`config.mk`:
```
export PLATFORM = sky130hd
export DESIGN_NAME = fault_alert_ctl
export DESIGN_NICKNAME = d
export VERILOG_FILES = /design/src/rtl/fault_alert_ctl.sv
export SDC_FILE = /design/constraint.sdc
export NUM_CORES = 1
export LEC_CHECK = 0
export ABC_AREA = 0
export BUFFER_PORTS_ARGS = -buffer_cell sky130_fd_sc_hd__buf_4
export CORE_MARGIN = 1
export CORE_UTILIZATION = 42
export CTS_CLUSTER_DIAMETER = 60
export DETAILED_ROUTE_END_ITERATION = 10
export PLACE_DENSITY = 0.88
export SLEW_MARGIN = 15
export SYNTH_ARGS = -nofsm -noshare
export SYNTH_HDL_FRONTEND = slang
export SYNTH_SLANG_ARGS = --single-unit
export TNS_END_PERCENT = 10
```
`constraint.sdc`:
```
create_clock -name clk -period 2.5 [get_ports clk]
set_input_delay 0.5 -clock clk [delete_from_list [all_inputs] [get_ports clk]]
set_output_delay 0.5 -clock clk [all_outputs]
set_load 0.05 [all_outputs]
```
`src/rtl/fault_alert_ctl.sv`:
```
module fault_alert_ctl #(
  parameter int NA = 8,
  parameter int NB = 8,
  parameter logic [NB-1:0] QUIET_B = 8'hE0
) (
  input  logic          clk,
  input  logic          rst_n,
  input  logic [NA-1:0] flt_a,
  input  logic [NB-2:0] flt_b,
  input  logic          pwr_ok,
  input  logic          rd_a,
  input  logic          rd_b,
  input  logic          ara_qry,
  output logic [NA-1:0] status_a,
  output logic [NB-1:0] status_b,
  output logic          alert_n,
  output logic          ara_ack
);
  logic [NB-1:0] cond_b;
  logic [NA-1:0] keep_a;
  logic [NB-1:0] keep_b;
  logic          alert_any;

  assign cond_b = {~pwr_ok, flt_b};
  assign keep_a = rd_a ? (status_a & flt_a) : status_a;
  assign keep_b = rd_b ? (status_b & cond_b) : status_b;

  always_ff @(posedge clk or negedge rst_n) begin
    if (!rst_n) begin
      status_a <= '0;
      status_b <= '0;
    end else begin
      status_a <= keep_a | flt_a;
      status_b <= keep_b | cond_b;
    end
  end

  assign alert_any = (|status_a) | (|(status_b & ~QUIET_B));
  assign alert_n   = ~alert_any;
  assign ara_ack   = ara_qry & alert_any;
endmodule

```
After elaboration in Yosys (flattened, before gate mapping)
Index checks and enable logic that the tools add are counted.
Word-level totals
  input port bits: 21
  word-level logic and storage cells: 14
  register bits: 16
  output and inout port bits: 18
Operators by class
  mux-type cells: 2
  bitwise gates (word level): 8
  reduce and logical (&&, ||, !) cells: 2
Operator list (number)
  8-bit AND: 2
  8-bit two-way mux: 2
  8-bit bitwise OR: 2
  8-bit OR reduction: 1
  5-bit OR reduction: 1
  1-bit inverter: 2
  1-bit AND: 1
  1-bit bitwise OR: 1

Logic depth before layout (Yosys ltp)
Gate-level depths: netlist of run 1.
  depth in word-level cells: 4
  gate-level depth with buffers: 2
  mapped depth without buffers: 2

Least setup slack after synthesis of run 1
Ideal clock, no wire load.
  kind: register -> output
  start point: register status_a[5]
  end point: output port ara_ack
  required time: 2000 ps
  path buffers: 0
  arrival: 1683 ps
  stages on the path, launching flop included: 3
  path slack: 317 ps
  cells stage by stage: dfrtp_1 nor4_2 a41oi_1
On the way
  word-level cells in the longest chain between the ends: 3
RTL lines
  start, declared: line 14  | output logic [NA-1:0] status_a,
  start signal, assigned: line 33  | status_a <= keep_a | flt_a;
  8-bit OR reduction: line 38  | assign alert_any = (|status_a) | (|(status_b & ~QUIET_B));
  1-bit bitwise OR: line 38
  1-bit AND: line 40  | assign ara_ack = ara_qry & alert_any;
  end, declared: line 17  | output logic ara_ack
No other way between the ends.

Worst setup path after layout of run 1
  start point: register status_a[5]
  end point: output port alert_n
On the way
  word-level cells in the longest chain between the ends: 3
RTL lines
  8-bit OR reduction: line 38
  1-bit bitwise OR: line 38
  1-bit inverter: line 39  | assign alert_n = ~alert_any;
  end, declared: line 16  | output logic alert_n,
No other way between the ends.

==> results of run 1 <==
-- cells in the mapped netlist --
cell	instances	area share
a21o_1	14	0.18
a21o_2	1	0.015
a41oi_1	1	0.015
and4_1	1	0.015
dfrtp_1	16	0.68
inv_1	4	0.026
nor2_1	1	0.0064
nor3_1	1	0.0085
nor4_2	2	0.043
o21ai_0	1	0.0085
-- metrics by stage --
stage	instances	power, µW	setup slack (ns)
2_1_floorplan	42	378	0.317
3_3_place_gp	95	441	0.895
3_5_place_dp	95	445	0.904
4_1_cts	99	618	0.560
5_1_grt	99	633	0.502
6_report	99	613	0.572
-- metal layers --
| layer | vias up | part of all wire | global-route usage |
|---|---|---|---|
| met4 | 0 | 0.023 | 0.155 |
| li1 | 233 | - | - |
| met2 | 23 | 0.52 | 0.346 |
| met5 | - | 0 | 0 |
| met3 | 4 | 0.088 | 0.0795 |
| met1 | 236 | 0.36 | 0.221 |
-- kinds of logic (layout without fill, tap and decap cells) --
logic type / after synthesis / after routing / share of synthesized area
buffers and inverters: 4 / 46 / 0.0256
AOI/OAI and AO/OA: 17 / 17 / 0.218
and+or+nand+nor: 5 / 5 / 0.0726
DFF: 16 / 16 / 0.684
-- power by group through the flow --
| stage | Sequential (µW) | Combinational, µW | Clock (µW) |
|---|---|---|---|
| floorplan | 357 | 21.2 | 0 |
| global placement | 295 | 146 | 0 |
| detailed placement | 297 | 148 | 0 |
| CTS | 291 | 149 | 178 |
| global route | 293 | 154 | 186 |
| finish | 291 | 147 | 175 |
-- cell usage in the layout, fill, tap and decap left out --
| cell type | netlist | final |
|---|---|---|
| clkbuf_8 | 0 | 1 |
| a21o_1 | 14 | 14 |
| a41oi_1 | 1 | 1 |
| a21o_2 | 1 | 1 |
| clkbuf_4 | 0 | 3 |
| and4_1 | 1 | 1 |
| inv_1 | 4 | 4 |
| nor4_2 | 2 | 2 |
| nor3_1 | 1 | 1 |
| buf_4 | 0 | 38 |
| nor2_1 | 1 | 1 |
| o21ai_0 | 1 | 1 |
| dfrtp_1 | 16 | 16 |
-- registers in the layout (all words and copies together) (netlist names) --
register,flops
status_a,8
status_b,8
-- critical path, delay by kind of cell (launching register included) --
family | cells | cell delay [ns]
AND/OR/NAND/NOR | 2 | 0.53
flip-flops | 1 | 0.41
buffers and inverters | 1 | 0.19
-- cell type report --
class	count	area, µm²	share of cell area
well taps	15	18.8	0.0203
repair buffers	38	285	0.308
multi-input cells	22	170	0.184
inverters	4	15.0	0.0162
clock buffers	4	36.3	0.0392
flip-flops and latches	16	400	0.432
-- path summary, 6_finish.rpt --
check                           slack [ns]               endpoint  depth (start not counted)                   from
worst min register to register        0.49  status_b[6]$_DFF_PN0_                          1  status_b[6]$_DFF_PN0_
max in group asynchronous             2.28  status_a[7]$_DFF_PN0_                          1                  rst_n
min in group clk                      0.37  status_b[3]$_DFF_PN0_                          2               flt_b[3]
worst min-delay path                  0.04  status_a[5]$_DFF_PN0_                          1                  rst_n
worst max-delay path                  0.57                alert_n                          3  status_a[5]$_DFF_PN0_
worst max register to register        1.77  status_a[5]$_DFF_PN0_                          1  status_a[5]$_DFF_PN0_
==> impl_metrics.tcl, run 1 <==
set metrics [dict create \
    design_area_um2 926 \
    viasPerCell 5.01 \
    fillCellCount 100 \
    cts.repair.resized 0 \
    hold_ws_ns 0.0401 \
    syn_area_um2 586 \
    vdd_drop_max_mv 0.458 \
    drive_gt1_frac 0.536 \
    ys_seq_area_frac 0.684 \
    relSlewSlack 0.826 \
    crit_chain "nor4_2 > and4_1 > buf_4" \
    die_width_um 39.3 \
    clock-root-buffer "clkbuf_4" \
    p_int_uw 420 \
    outcome "finished clean" \
    skew_ns 0 \
    path_max_fanout 3 \
    grt_pass1_vias 481 \
    cts.sinks 16 \
    p_leak_uw 0.000486 \
    clock_latency_ns 0.29 \
    io_pins 39 \
    fin_util 0.712 \
    grt_pass1_wl_um 2030 \
    rsz0062_at_grt "false" \
    swShare 0.315 \
    ys_types 10 \
    ys_ff_latch 16 \
    fp.coreArea_mm2 0.00130 \
    slowest_stage "dfrtp_1" \
    diodes 0 \
    cts_tree "built" \
    power_frac_comb 0.240 \
    max-cap-violations 0 \
    cts_setup_buffers 0 \
    seq_power_share 0.475 \
    holdBufCountCts 0 \
    rows 13 \
    first_iter_violations 4 \
    synth_cells 42 \
    grt_max_degree 17 \
    placed_cell_area_um2 890 \
    setup_tns_ns 0 \
    port_buffers 38 \
    place.gp.congestion 0.709 \
    ys_warn_count 0 \
    worstSetupStartpointType "flip-flop" \
    clk_pin_slew_worst_paths_ns 0.10 \
    switching_power_uw 193 \
    slew_violations 0 \
    cp_slowest_stage_delay_ns 0.41 \
    grt_use_total 0.213 \
    timing.fmax_mhz 519 \
    fin_crit_sh 0.771 \
    finalCriticalPeriod_ns 1.93 \
    clock_path_buffers 2 \
    nets 106 \
    routedWlPerCell_um 13.7 \
    grt-ovfl-total 0 \
    syn_nets 63 \
    routed-via-count 496 \
    cts_buffers 3 \
    post-route-drc-count 0 \
    syn_area_per_cell_um2 13.9 \
    endpoint_kind "primary output" \
    htreeDepth 1 \
    cp_data_arrival_time_ns 1.43 \
    die_y_um 39.3 \
    dr.pass1.iters 2 \
    wl_um 1360 \
    grt_antenna_before_repair 0 \
    power_frac_clock 0.285 \
    powerDensity_mw_per_mm2 662 \
    crit_required_ns 2.00 \
    start_util 0.450 \
    worstMarginPinSlew_ns 0.259 \
    finalSetupViolCount 0 \
    area_growth_pct 58.1 \
    die-area_mm2 0.00155 \
    min_path_type "input pin to async pin" \
    drtAntennaViolNets 0 \
    path_class "flip-flop to primary output" \
    hold_violations 0 \
]
Power figures use the tool's default switching activity.
==> run 2: changes to the inputs <==
--- a/config.mk
+++ b/config.mk
@@ -8,10 +8,10 @@
 export ABC_AREA = 0
 export BUFFER_PORTS_ARGS = -buffer_cell sky130_fd_sc_hd__buf_4
 export CORE_MARGIN = 1
-export CORE_UTILIZATION = 42
+export CORE_UTILIZATION = 39
 export CTS_CLUSTER_DIAMETER = 60
 export DETAILED_ROUTE_END_ITERATION = 10
-export PLACE_DENSITY = 0.88
+export PLACE_DENSITY = 0.83
 export SLEW_MARGIN = 15
 export SYNTH_ARGS = -nofsm -noshare
 export SYNTH_HDL_FRONTEND = slang
==> constraint.sdc (replaced) <==
create_clock -name clk -period 1.8 [get_ports clk]
set_input_delay 0.36 -clock clk [delete_from_list [all_inputs] [get_ports clk]]
set_output_delay 0.36 -clock clk [all_outputs]
set_load 0.05 [all_outputs]
==> run 2 against run 1 <==
Net effect:
- total power is 30% higher
- worst hold slack gained 0.22 ns
- critical path depth unchanged
- clock-buffer cell count down 1
==> impl_metrics.tcl, run 2 (synthesized netlist as in run 1, its figures left out) <==
set metrics [dict create \
    clock-root-buffer "clkbuf_4" \
    place_hpwl_um 1080 \
    layout_commonest_cell "buf_4" \
    port_buffers 38 \
    hold_violations 0 \
    viasPerCell 5.08 \
    fin_crit_sh 0.991 \
    design_area_um2 963 \
    grt_pass1_vias 472 \
    clk_pin_slew_worst_paths_ns 0.08 \
    p_int_uw 541 \
    outcome "finished clean" \
    grt_use_total 0.182 \
    place_ws_ns 0.288 \
    rows 13 \
    relSlewSlack 0.836 \
    first_iter_violations 5 \
    clock_latency_ns 0.27 \
    grt_antenna_before_repair 0 \
    htreeDepth 1 \
    max-cap-violations 0 \
    slowest_stage "dfrtp_1" \
    crit_chain "nor4_4 > and4_1 > buf_6" \
    die_y_um 40.8 \
    die_width_um 40.8 \
    vdd_drop_max_mv 0.532 \
    rsz0062_at_grt "true" \
    drive_gt1_frac 0.553 \
    cts.sinks 16 \
    place.gp.congestion 0.753 \
    p_leak_uw 0.000496 \
    cp_slowest_stage_delay_ns 0.44 \
    worstSetupStartpointType "flip-flop" \
    largest_registers "status_a (8), status_b (8)" \
    dr.pass1.iters 4 \
    fp.coreArea_mm2 0.00135 \
    drtAntennaViolNets 0 \
    diodes 0 \
    placed_cell_area_um2 897 \
    seq_power_share 0.514 \
    post-route-drc-count 0 \
    crit_required_ns 1.44 \
    skew_ns 0 \
    die-area_mm2 0.00166 \
    clock_path_buffers 2 \
    start_util 0.434 \
    min_path_type "input pin to flip-flop" \
    grt_pass1_wl_um 1900 \
    power_frac_comb 0.263 \
    path_max_fanout 3 \
    final_cell_mix "buf_4 (38), dfrtp_1 (16), a21o_1 (14)" \
    io_pins 39 \
    cp_data_arrival_time_ns 1.42 \
    area_growth_pct 64.5 \
    slew_violations 0 \
    power_frac_clock 0.224 \
    path_class "flip-flop to primary output" \
    switching_power_uw 257 \
    grt-ovfl-total 0 \
    cts_tree "built" \
    routed-via-count 508 \
    timing.fmax_mhz 561 \
    swShare 0.322 \
    finalSetupViolCount 0 \
    grt_max_degree 17 \
    cts_buffers 3 \
    worstMarginPinSlew_ns 0.245 \
    finalWorstSetupSlack_ns 0.0163 \
    endpoint_kind "primary output" \
    nets 108 \
    finalCriticalPeriod_ns 1.78 \
    routedWlPerCell_um 14.1 \
    wl_um 1410 \
    powerDensity_mw_per_mm2 829 \
]
run 2: cell count changes in the layout (fill, tap and decap cells not counted), sizes merged:
cell	change
dlygate4sd3	+1
clkbuf	-1
buf	+1
run 2: power groups by stage:
stage / Combinational [µW] / Sequential, µW / Clock [µW]
floorplan: 30.4 / 496 / 0
global placement: 204 / 410 / 0
detailed placement: 207 / 412 / 0
CTS: 211 / 405 / 183
global route: 222 / 414 / 198
finish: 210 / 410 / 179
run 2: final cells by class:
cell class | count | area (µm²)
repair buffers | 40 | 307
multi-input cells | 22 | 200
flip-flops and latches | 16 | 400
inverters | 4 | 15.0
clock buffers | 3 | 22.5
well taps | 15 | 18.8
fillers | 105 | 387
run 2: path summary, 6_finish.rpt:
kind                                       start                     to  slack [ns]  cells after the start
setup / recovery           status_b[4]$_DFF_PN0_                alert_n        0.02                      3
hold / removal                          flt_a[6]  status_a[6]$_DFF_PN0_        0.26                      2
setup reg to reg           status_a[7]$_DFF_PN0_  status_a[7]$_DFF_PN0_        0.97                      2
hold reg to reg            status_b[5]$_DFF_PN0_  status_b[5]$_DFF_PN0_        0.49                      1
max in group asynchronous                  rst_n  status_b[5]$_DFF_PN0_        1.13                      2
min in group asynchronous                  rst_n  status_a[7]$_DFF_PN0_        0.50                      2
run 2: worst max-delay path, delay by kind of cell (launching register included):
family	cells	cell delay, ns
AND/OR/NAND/NOR	2	0.55
flip-flops	1	0.44
buffers and inverters	1	0.16
run 2: metal layers:
layer,share of wire,vias up,track usage
met3,0.077,2,0.0326
met2,0.54,26,0.357
met4,0.0099,0,0.100
met5,0,-,0
met1,0.37,242,0.174
li1,-,238,-
run 2: what timing repair did:
item,4_1_cts,5_1_grt
hold buffers,1,0
hold endpoints to repair,16,0
setup buffers,1,0
gates resized for setup,1,3
setup endpoints to repair,1,2
pin swaps,2,0
run 2: per-stage QoR:
step	TNS [ns]	hold WS [ns]	cells	util	power, µW
global route	-0.0498	0.248	100	0.714	833
floorplan	-0.0328	0.0644	42	-	526
detailed placement	0	0.228	95	0.665	619
CTS	-0.00293	0.256	100	0.697	799
global placement	0	0.225	95	0.665	614
finish	0	0.255	100	0.714	799
